## config.mk

```make
export PLATFORM = sky130hd
export DESIGN_NAME = cap_timer
export DESIGN_NICKNAME = d
export VERILOG_FILES = /design/src/rtl/cap_timer_pkg.sv /design/src/rtl/cap_in_sync.sv /design/src/rtl/cap_oneshot_ctrl.sv /design/src/rtl/cap_count_core.sv /design/src/rtl/cap_timer.sv
export SDC_FILE = /design/constraint.sdc
export NUM_CORES = 1
export LEC_CHECK = 0
export ABC_AREA = 1
export BUFFER_PORTS_ARGS = -buffer_cell sky130_fd_sc_hd__buf_4
export CORE_UTILIZATION = 53
export CTS_CLUSTER_DIAMETER = 100
export DETAILED_ROUTE_END_ITERATION = 10
export PLACE_DENSITY = 0.82
export SLEW_MARGIN = 15
export SYNTH_ARGS = -nofsm -noshare
export SYNTH_HDL_FRONTEND = slang
export SYNTH_SLANG_ARGS = --single-unit
```

## constraint.sdc

```tcl
create_clock -name clk -period 2.05 [get_ports clk]
set_input_delay 0 -clock clk [delete_from_list [all_inputs] [get_ports clk]]
set_output_delay 0 -clock clk [all_outputs]
set_load 0.01 [all_outputs]
```

## src/rtl/cap_timer_pkg.sv

```systemverilog
package cap_timer_pkg;
  typedef enum logic [1:0] {
    SS_IDLE  = 2'b00,
    SS_ARMED = 2'b01,
    SS_RUN   = 2'b10
  } ss_state_e;

  localparam logic [1:0] EDGE_NONE = 2'b00;
  localparam logic [1:0] EDGE_RISE = 2'b01;
  localparam logic [1:0] EDGE_FALL = 2'b10;
  localparam logic [1:0] EDGE_BOTH = 2'b11;
endpackage

```

## src/rtl/cap_in_sync.sv

```systemverilog
module cap_in_sync #(
  parameter int STAGES = 2
) (
  input  logic clk,
  input  logic rst_n,
  input  logic pin_in,
  output logic level,
  output logic rise,
  output logic fall
);
  logic [STAGES-1:0] sync_q, sync_d;
  logic              prev_q, prev_d;

  always_comb begin
    sync_d = {sync_q[STAGES-2:0], pin_in};
    prev_d = sync_q[STAGES-1];
  end

  always_ff @(posedge clk or negedge rst_n) begin
    if (!rst_n) begin
      sync_q <= '0;
      prev_q <= 1'b0;
    end else begin
      sync_q <= sync_d;
      prev_q <= prev_d;
    end
  end

  assign level = sync_q[STAGES-1];
  assign rise  = sync_q[STAGES-1] & ~prev_q;
  assign fall  = ~sync_q[STAGES-1] & prev_q;
endmodule

```

## src/rtl/cap_oneshot_ctrl.sv

```systemverilog
module cap_oneshot_ctrl
  import cap_timer_pkg::*;
(
  input  logic       clk,
  input  logic       rst_n,
  input  logic       oneshot_req,
  input  logic       gate_en,
  input  logic       pol,
  input  logic [1:0] edge_sel,
  input  logic       rise,
  input  logic       fall,
  input  logic       edge_hit,
  output logic       ss_busy,
  output logic       ss_running,
  output logic       ss_start,
  output logic       ss_stop
);
  ss_state_e state_q, state_d;
  logic      both_mode, key_edge, gate_open_edge, start_trig, stop_trig;

  always_comb begin
    both_mode      = (edge_sel == EDGE_BOTH);
    key_edge       = pol ? fall : rise;
    gate_open_edge = pol ? fall : rise;
    start_trig     = gate_en ? gate_open_edge : (both_mode ? key_edge : edge_hit);
    stop_trig      = both_mode ? key_edge : edge_hit;
    ss_start       = (state_q == SS_ARMED) & start_trig;
    ss_stop        = (state_q == SS_RUN) & stop_trig;
    state_d        = state_q;
    unique case (state_q)
      SS_IDLE:  if (oneshot_req) state_d = SS_ARMED;
      SS_ARMED: if (ss_start)    state_d = SS_RUN;
      SS_RUN:   if (ss_stop)     state_d = SS_IDLE;
      default:                   state_d = SS_IDLE;
    endcase
  end

  always_ff @(posedge clk or negedge rst_n) begin
    if (!rst_n) state_q <= SS_IDLE;
    else        state_q <= state_d;
  end

  assign ss_busy    = (state_q != SS_IDLE);
  assign ss_running = (state_q == SS_RUN);
endmodule

```

## src/rtl/cap_count_core.sv

```systemverilog
module cap_count_core
  import cap_timer_pkg::*;
#(
  parameter int CNT_W = 16
) (
  input  logic             clk,
  input  logic             rst_n,
  input  logic             run_en,
  input  logic             ss_busy,
  input  logic             ss_running,
  input  logic             ss_start,
  input  logic             ss_stop,
  input  logic             gate_en,
  input  logic             pol,
  input  logic [1:0]       edge_sel,
  input  logic             reload_on_edge,
  input  logic             level,
  input  logic             rise,
  input  logic             fall,
  input  logic             edge_hit,
  input  logic [CNT_W-1:0] reload_val,
  input  logic             clr_cap,
  input  logic             clr_ovf,
  output logic [CNT_W-1:0] count,
  output logic [CNT_W-1:0] capture_val,
  output logic             cap_flag,
  output logic             ovf_flag
);
  logic [CNT_W-1:0] cnt_q, cnt_d, cap_q, cap_d;
  logic             capf_q, capf_d, ovff_q, ovff_d;
  logic             active, gate_ok, cnt_en, no_reload, do_cap, do_reload, wrap;

  always_comb begin
    active    = run_en | ss_running;
    gate_ok   = ~gate_en | (level == ~pol);
    cnt_en    = active & gate_ok & ~ss_stop;
    no_reload = (edge_sel == EDGE_BOTH) & (gate_en | ss_busy) & (pol ? rise : fall);
    do_cap    = edge_hit & (active | ss_start);
    do_reload = do_cap & reload_on_edge & ~no_reload;
    wrap      = cnt_en & (cnt_q == {CNT_W{1'b1}});

    if (do_reload)   cnt_d = reload_val;
    else if (wrap)   cnt_d = reload_val;
    else if (cnt_en) cnt_d = cnt_q + 1'b1;
    else             cnt_d = cnt_q;

    cap_d  = do_cap ? cnt_q : cap_q;
    capf_d = (do_cap & ~ss_start) | (capf_q & ~clr_cap);
    ovff_d = (wrap & ~do_reload) | (ovff_q & ~clr_ovf);
  end

  always_ff @(posedge clk or negedge rst_n) begin
    if (!rst_n) begin
      cnt_q  <= '0;
      cap_q  <= '0;
      capf_q <= 1'b0;
      ovff_q <= 1'b0;
    end else begin
      cnt_q  <= cnt_d;
      cap_q  <= cap_d;
      capf_q <= capf_d;
      ovff_q <= ovff_d;
    end
  end

  assign count       = cnt_q;
  assign capture_val = cap_q;
  assign cap_flag    = capf_q;
  assign ovf_flag    = ovff_q;
endmodule

```

## src/rtl/cap_timer.sv

```systemverilog
module cap_timer
  import cap_timer_pkg::*;
#(
  parameter int CNT_W       = 16,
  parameter int SYNC_STAGES = 2
) (
  input  logic             clk,
  input  logic             rst_n,
  input  logic             run_en,
  input  logic [1:0]       edge_sel,
  input  logic             reload_on_edge,
  input  logic             gate_en,
  input  logic             pol,
  input  logic             oneshot_req,
  input  logic             irq_en,
  input  logic [CNT_W-1:0] reload_val,
  input  logic             pin_in,
  input  logic             clr_cap_flag,
  input  logic             clr_ovf_flag,
  output logic [CNT_W-1:0] count,
  output logic [CNT_W-1:0] capture_val,
  output logic             cap_flag,
  output logic             ovf_flag,
  output logic             oneshot_busy,
  output logic             irq
);
  logic level, rise, fall, edge_hit;
  logic ss_busy, ss_running, ss_start, ss_stop;

  cap_in_sync #(.STAGES(SYNC_STAGES)) u_sync (
    .clk(clk), .rst_n(rst_n), .pin_in(pin_in),
    .level(level), .rise(rise), .fall(fall)
  );

  assign edge_hit = (rise & edge_sel[0]) | (fall & edge_sel[1]);

  cap_oneshot_ctrl u_ss (
    .clk(clk), .rst_n(rst_n), .oneshot_req(oneshot_req), .gate_en(gate_en),
    .pol(pol), .edge_sel(edge_sel), .rise(rise), .fall(fall), .edge_hit(edge_hit),
    .ss_busy(ss_busy), .ss_running(ss_running), .ss_start(ss_start), .ss_stop(ss_stop)
  );

  cap_count_core #(.CNT_W(CNT_W)) u_core (
    .clk(clk), .rst_n(rst_n), .run_en(run_en), .ss_busy(ss_busy),
    .ss_running(ss_running), .ss_start(ss_start), .ss_stop(ss_stop),
    .gate_en(gate_en), .pol(pol), .edge_sel(edge_sel),
    .reload_on_edge(reload_on_edge), .level(level), .rise(rise), .fall(fall),
    .edge_hit(edge_hit), .reload_val(reload_val), .clr_cap(clr_cap_flag),
    .clr_ovf(clr_ovf_flag), .count(count), .capture_val(capture_val),
    .cap_flag(cap_flag), .ovf_flag(ovf_flag)
  );

  assign oneshot_busy = ss_busy;
  assign irq          = irq_en & (cap_flag | ovf_flag);
endmodule

```

### Yosys cells after proc, flatten, opt, wreduce, memory -nomap -nowiden

Index checks and enable logic that the tools add are counted.

* output and inout port bits: 36
* memory bits (read-only): 0
* logic and storage cells: 68
* input bits: 29
* latch bits: 0
* register bits: 39
* memories kept: 0
* memory bits (writable): 0

* add/sub/neg operators: 1
* multiplexer cells: 11
* bitwise gates (word level): 37
* div/mod/pow operators: 0
* magnitude comparators: 0
* reduce and logical (&&, ||, !) cells: 4
* multiply operators: 0
* equality and inequality tests: 8
* shifts and indexed selects: 0

Operators by type and width (count)
* 16-bit two-way mux: 3
* 1-bit bitwise AND: 19
* 16-bit by 1-bit adder with 16-bit output (second input constant): 1
* 16-bit == test (second input constant): 1
* 1-bit inverter: 10
* 1-bit bitwise OR: 8
* 2-bit two-way mux: 3
* 2-bit one-hot mux with 3 select lines: 1
* 2-bit == test (second input constant): 2
* 1-bit two-way mux: 4
* 2-bit inequality test (second input constant): 2
* 3-bit AND reduction: 1
* 3-bit nonzero test: 1
* 2-bit by 1-bit == test with 1-bit output (second input constant): 1
* 2-bit logical NOT: 1
* 2-bit by 1-bit inequality test with 1-bit output (second input constant): 1
* 2-bit nonzero test: 1
* 1-bit == test: 1

### Longest topological paths before layout

Gate-level depths: netlist (run 1).

* depth after elaboration: 14
* gate-level depth with buffers: 14
* gate-level depth less buffers: 13

### Cells and area by module

A second synthesis (run 1) with hierarchy kept.

* cell total of the unflattened synthesis: 334
* area, all modules: 2329.7 µm²

Modules (own cells, without submodules)
* cap_count_core: area each 2024.4 µm², sequential area each 850.8 µm², times used 1, cells each 288
* cap_oneshot_ctrl: area each 192.7 µm², sequential area each 50.0 µm², times used 1, cells each 33
* cap_in_sync: area each 90.1 µm², sequential area each 75.1 µm², times used 1, cells each 7
* cap_timer: area each 22.5 µm², sequential area each 0.0 µm², times used 1, cells each 6

### Least setup slack after synthesis (run 1)

OpenSTA, ideal clock, no wires.

* path type: reg2reg
* start point: register u_core.cnt_q[1], in the netlist u_core.count[1]
* end point: register u_core.cnt_q[9], in the netlist u_core.count[9]
* buffers on the path: 0
* period minus slack after synthesis: 1.732 ns
* setup time: 0.117 ns
* arrival: 1.615 ns
* path slack: 0.318 ns
* required time: 1.933 ns
* stages on the path, launching flop included: 13
* cells stage by stage: dfrtp_1 > ha_1 > nand2_1 > nor2_2 > nand2_2 > nor2_2 > nand3_1 > nor2_4 > nand2_1 > nand2_1 > nand2_1 > nand3_1 > nand2_1

* cells in the longest elaborated chain, start to end: 4
* elaborated cells on any way between the ends: 7
* classes of those cells: 1 x add/sub; 1 x eq/ne; 3 x mux; 1 x bitwise; 1 x reduce/logical

RTL lines
* from (decl): RTL line cap_count_core.sv:29 `logic [CNT_W-1:0] cnt_q, cnt_d, cap_q, cap_d;`
* from (signal assigned): RTL line cap_count_core.sv:59 `cnt_q <= cnt_d;`
* 16-bit by 1-bit adder with 16-bit output / 16-bit == test (equally long branches): RTL line cap_count_core.sv:44, cap_count_core.sv:40
* 16-bit two-way mux / 1-bit bitwise AND (equally long branches): RTL line cap_count_core.sv:44, cap_count_core.sv:40
* 16-bit two-way mux: RTL line cap_count_core.sv:43 `else if (wrap) cnt_d = reload_val;`
* 16-bit two-way mux: RTL line cap_count_core.sv:42 `if (do_reload) cnt_d = reload_val;`

Parallel ways exist; a longest one is shown, timed or not. The select of a mux whose other input is x is not followed.
A chain may end at the register's enable or synchronous reset.

### Worst setup path in the final report (run 1)

* start point: register u_core.cnt_q[0], in the netlist u_core.count[0]
* end point: register u_core.cnt_q[9], in the netlist u_core.count[9]

The elaborated chain is that of the path after synthesis.

==> results.yml, run 1 <==
pwr:
  finalPower_mw: 3.90
  ir_drop_uv: 580
  power.density_nw_per_um2: 1190
  p_leak_nw: 1.77
die:
  core_um2: 4410
  initial_core_util_pct: 55.6
  die_h_um: 70.1
  die_x_um: 70.1
  die_area_um2: 4910
  rows: 24
  io_pins: 65
global_route:
  antenna_found_initial: 0
  grt_util_all_layers_pct: 27.6
  gr-usage-met1_pct: 38.0
  grt_pass1_wl_um: 10600
  grt_max_degree: 40
  met3_usage_pct: 6.49
  overflow: 0
  use_met2_pct: 43.8
  grt-busiest-layer: "met2"
  grt_pass1_vias: 2298
clock_network:
  clk_pin_slew_ns: 0.08
  clockRootBuffer: "clkbuf_8"
  cts_tree: "yes"
  insertion_delay_ns: 0.30
  htree_num_levels: 2
  clock_sinks: 39
  cts_buffer_depth: 2
  cts_buffers: 5
yosys:
  ys_ff_latch: 39
  synth.avg_cell_area_um2: 7.18
  synth_edf_count: 0
  syn-instance-count: 342
  synth.area.top_cells: "dfrtp_1 (40%), nand2_1 (18%), inv_1 (6.9%), nand3_1 (5.5%), xor2_1 (4.6%)"
  ys.flop_type: "dfrtp_1"
  synth_area_leader_cell: "dfrtp_1"
  synth_area_um2: 2460
  ys_seq_area_share_pct: 39.7
  ys_types: 28
  yosysWarnings: 0
  synthArstFlopShare_pct: 100
  synth_top_area_share_pct: 39.7
  synth_fp_nets: 372
placement:
  gp_congestion: 0.965
  port-buffer-count: 64
  dpl.hpwl_um: 4580
sta:
  slew_headroom_pct: 66.6
  rsz0062_at_grt: "true"
  period_share_pct: 94.8
  period_needed_ns: 1.94
  fin_setup_tns_ns: 0
  setup_violations: 0
  tightest_slew_ns: 0.500
  fin_skew_ns: 0.00914
  hold_viol_final: 0
  maxSlewViolCount: 0
  fmax_mhz: 515
setup_path:
  reg2reg_from: "u_core.count[0]"
  start_kind: "flop"
  end_kind: "flop"
  cp_max_fo: 8
  required_ns: 2.24
  path_class: "reg2reg"
  crit_arrival_ns: 2.13
  startpoint: "u_core.count[0]"
routing:
  vias: 2516
  dr.pass1.iters: 4
  wl_per_cell_um: 13.3
  drc_errors: 0
  avgViaCountPerCell: 5.21
  drtAntennaViolNets: 0
  dr.first_iter.drc_count: 169
  wirelength_um: 6420
layout:
  fin_nets: 460
  antenna_cells: 0
  final_layout_size_suffix_gt1_share_pct: 25.1
  fill_cells: 350
  syn2layout_area_growth_pct: 33.4
outcome:
  status: "complete, no violations"
min_path:
  worstHoldPathType: "in2reg"
  min_from: "gate_en"
job:
  drv_cap: 0
[critical path: stages (launching register included)]
cell     delay (ns)
dfrtp_1        0.42
ha_1           0.23
nand2_1        0.10
nor2_2         0.19
nand2_2        0.10
nor2_2         0.13
nand3_1        0.12
nor2_4         0.21
nand2_1        0.09
nand2_1        0.06
nand2_1        0.04
nand3_1        0.08
nand2_1        0.05
[power by group]
group          switching, mW  total, mW  internal [mW]  leakage (nW)
Combinational          0.981       1.84          0.855          1.22
Clock                  0.290      0.652          0.362        0.0581
Sequential             0.339       1.42           1.08         0.495
[cell usage after synthesis, types with 2 or more instances]
master and instances:
nand2_4 5, dfrtp_1 39, nor2_4 2, nor2_1 23, nor2_2 2, nand3_2 4
o21ai_1 7, inv_2 3, nand2_1 120, buf_6 3, o21ai_0 17, inv_1 45
buf_2 3, nand3_1 27, xor2_1 13, nand2_2 5, nand4_1 13
[per-stage QoR]
step / std cells / setup slack, ns / hold WS [ns] / cell area, µm² / utilization, %
4_1_cts: 479 / 0.155 / 0.0462 / 3250 / 73.6
3_3_place_gp: 457 / 0.247 / -0.00526 / 2990 / 67.8
3_5_place_dp: 457 / 0.167 / -0.000224 / 2990 / 67.8
6_report: 483 / 0.107 / 0.0554 / 3280 / 74.2
5_1_grt: 483 / -0.0984 / 0.0520 / 3280 / 74.2
2_1_floorplan: 342 / 0.318 / -0.296 / 2460 / -
[worst paths after layout]
kind,end,slack [ns],cells after the start
max,u_core.count[9],0.11,12
min,u_ss.state_q[0],0.06,4
max reg2reg,u_core.count[9],0.11,12
min reg2reg,u_sync.sync_q[1],0.36,0
max in group asynchronous,u_sync.prev_q,1.49,2
min in group asynchronous,u_ss.state_q[1],0.21,2
[layout by cell type (no fill, tap or decap), types with 3 or more instances in the layout]
cell           instances
nand2_2                5
nand2_1              120
nor2_1                23
nand3_2                4
dlygate4sd3_1         14
xor2_1                13
nand2_4                5
o21ai_1                7
dfrtp_1               39
buf_4                 75
o21ai_0               17
nand4_1               13
inv_1                 45
nand3_1               27
clkbuf_8               5
inv_2                  3
[final cells by class]
type	count	area (µm²)	share of cell area (%)
Timing Repair Buffer	89	703	21.5
Multi-Input combinational cell	247	1240	37.8
Sequential cell	39	976	29.8
Clock buffer	5	68.8	2.10
Tap cell	52	65.1	1.99
Inverter	48	180	5.50
Clock inverter	3	43.8	1.34
[kinds of logic (layout without fill, tap and decap cells)]
kind of cell,Yosys count,count (layout),synth area share [%]
AND/OR/NAND/NOR,205,205,39.1
buffers and inverters,56,145,9.78
flip-flops,39,39,39.7
AO/OA/AOI/OAI,27,27,5.91
XOR/XNOR,14,14,4.99
adder cells (fa/ha/maj),1,1,0.509
[metal layers]
metal  share of wire, %  wire (µm)
met1                 45       2900
met2                 46       2970
met3                7.2        464
met4                1.2         79
met5                  0          0
[sequential cells by signal (all words and copies together) (netlist names)]
signal and flops:
u_core.cap_flag 1, u_core.capture_val 16, u_core.count 16, u_core.ovf_flag 1
u_ss.state_q 2, u_sync.prev_q 1, u_sync.sync_q 2
[what timing repair did]
| item | in CTS | in global routing |
|---|---|---|
| setup endpoints to repair | 0 | 7 |
| hold endpoints to repair | 52 | 0 |
| buffers inserted | 0 | 4 |
| hold buffers | 14 | 0 |
| resized for setup | 0 | 0 |
Power figures use the tool's default switching activity.
==> run 2, diff against run 1 <==
--- a/config.mk
+++ b/config.mk
@@ -7,10 +7,11 @@
 export LEC_CHECK = 0
 export ABC_AREA = 1
 export BUFFER_PORTS_ARGS = -buffer_cell sky130_fd_sc_hd__buf_4
-export CORE_UTILIZATION = 53
+export CORE_MARGIN = 2
+export CORE_UTILIZATION = 57
 export CTS_CLUSTER_DIAMETER = 100
 export DETAILED_ROUTE_END_ITERATION = 10
-export PLACE_DENSITY = 0.82
+export PLACE_DENSITY = 0.87
 export SLEW_MARGIN = 15
 export SYNTH_ARGS = -nofsm -noshare
 export SYNTH_HDL_FRONTEND = slang
==> constraint.sdc (replaced) <==
create_clock -name clk -period 2.38 [get_ports clk]
set_input_delay 0 -clock clk [delete_from_list [all_inputs] [get_ports clk]]
set_output_delay 0 -clock clk [all_outputs]
set_load 0.01 [all_outputs]
==> run 2 against run 1 <==
The run now ends with negative hold slack left; sequential share of layout area is 0.82 points higher; setup slack better by 0.11 ns; critical path depth stayed put; die area is 1.2% lower; core utilization is 3.8 points higher; worst hold slack worse by 0.058 ns; combinational power is 18% lower; global-route usage is 0.67 points higher; routed wire length is 0.22% higher; cell count is 2.7% lower; fmax is 10% lower; critical endpoint is now u_core.count[3].
==> results.yml, run 2 (synthesis gave the netlist of run 1 again) <==
clock_network:
  clock_sinks: 39
  cts_buffers: 5
  clockRootBuffer: "clkbuf_8"
  cts_tree: "yes"
  insertion_delay_ns: 0.29
  cts_buffer_depth: 2
  clk_pin_slew_ns: 0.08
  cts_setup_buffers: 0
  htree_num_levels: 2
routing:
  drc_errors: 0
  avgViaCountPerCell: 5.30
  wl_per_cell_um: 13.7
  wirelength_um: 6430
  dr_wl_met3_um: 604
  route.met2.wl_um: 2990
  dr.pass1.iters: 5
  vias: 2489
  drtAntennaViolNets: 0
  routed.top_layer: "met4"
  dr.first_iter.drc_count: 233
  drt-met1-wl_um: 2770
layout:
  fin_nets: 449
  syn2layout_area_growth_pct: 29.9
  utilization_pct: 78.0
  fill_cells: 323
  final_layout_size_suffix_gt1_share_pct: 23.3
  fin_cells: 470
  antenna_cells: 0
  final_cell_mix: "nand2_1 (120), buf_4 (65), inv_1 (45)"
  regArea_um2: 976
  mostFrequentLayoutCell: "nand2_1"
  multiInputGateArea_um2: 1240
sta:
  fin_skew_ns: 0.00427
  tightest_slew_ns: 0.493
  slew_headroom_pct: 67.1
  worst_slack_ns: 0.218
  period_needed_ns: 2.16
  hold_viol_final: 1
  period_share_pct: 90.8
  setup_violations: 0
  hold_ws_ns: -0.00216
  maxSlewViolCount: 0
  fmax_mhz: 463
  rsz0062_at_grt: "false"
  fin_setup_tns_ns: 0
global_route:
  overflow: 0
  grt_util_all_layers_pct: 28.3
  grt_pass1_wl_um: 11200
  grt_max_degree: 40
  antenna_found_initial: 0
  grt_pass1_vias: 2412
placement:
  gp_congestion: 0.998
  port-buffer-count: 64
  dp_cells: 449
  pre_cts_slack_ns: 0.298
  dpl.hpwl_um: 4630
setup_path:
  rrSetupSlack_ns: 0.22
  cp_max_fo: 20
  cp_slowest_cell: "dfrtp_1"
  end_kind: "flop"
  cpPeakStageDelay_ns: 0.44
  crit_chain: "inv_2 -> nand2_1 -> nand2_1 -> nand3_1 -> nand3_2 -> nand3_2 -> nand2_4 -> nand3_4 -> nand2_4 -> inv_2 -> nand2_1 -> nand2_1"
  start_kind: "flop"
  required_ns: 2.57
  path_class: "reg2reg"
  crit_arrival_ns: 2.35
  critPathMostFrequentCell: "nand2_1"
outcome:
  status: "finished, violations left"
  violations: "negative hold slack"
pwr:
  ir_drop_uv: 582
  p_leak_nw: 1.72
  power.density_nw_per_um2: 1030
die:
  die_x_um: 69.6
  die_area_um2: 4850
  core_um2: 4090
  rows: 23
  io_pins: 65
  initial_core_util_pct: 60.1
  die_h_um: 69.6
job:
  drv_cap: 0
min_path:
  worstHoldPathType: "in2reg"
-- run 2: cell count changes in the layout (fill, tap and decap cells not counted) --
cell,before,now
buf_4,75,65
dlygate4sd3_1,14,13
-- run 2: final timing paths --
kind / to / startpoint / cells past startpoint
max in group asynchronous: u_core.count[5] / rst_n / 2
worst min-delay path: u_core.count[8] / reload_val[8] / 5
worst max register to register: u_core.count[3] / u_sync.sync_q[1] / 12
worst min register to register: u_sync.sync_q[1] / u_sync.sync_q[0] / 0
worst max-delay path: u_core.count[3] / u_sync.sync_q[1] / 12
min in group asynchronous: u_core.capture_val[9] / rst_n / 2
-- run 2: area by class of cell --
class | count | area share, %
Clock buffer | 5 | 2.16
Clock inverter | 3 | 1.37
Sequential cell | 39 | 30.6
Tap cell | 50 | 1.96
Inverter | 48 | 5.65
Multi-Input combinational cell | 247 | 38.9
Timing Repair Buffer | 78 | 19.4
-- run 2: what timing repair did --
action,in CTS,in global routing
endpoints found under the hold margin,51,0
gates resized for setup,0,0
hold buffers,13,0
-- run 2: critical path, delay by kind of cell (launching register included) --
family | cells | cell delay, ns
buffers and inverters | 2 | 0.25
flip-flops | 1 | 0.44
AND/OR/NAND/NOR | 10 | 1.36
-- run 2: where the power goes --
part	total (mW)	leakage [nW]	switching, mW	internal (mW)
Combinational	1.50	1.17	0.823	0.675
Clock	0.566	0.0581	0.254	0.312
Sequential	1.23	0.495	0.303	0.927
Total	3.29	1.72	1.38	1.91
-- run 2: per-layer routing --
layer / vias up / GRT usage, %
met5: - / 0
met4: 0 / 6.41
met3: 10 / 6.10
met2: 126 / 45.5
met1: 1132 / 39.4
li1: 1221 / -
-- run 2: through the flow --
step / area [µm²] / power [mW]
5_1_grt: 3190 / 3.54
4_1_cts: 3190 / 3.28
2_1_floorplan: 2460 / 2.04
3_5_place_dp: 2950 / 2.70
3_3_place_gp: 2950 / 2.67
6_report: 3190 / 3.29
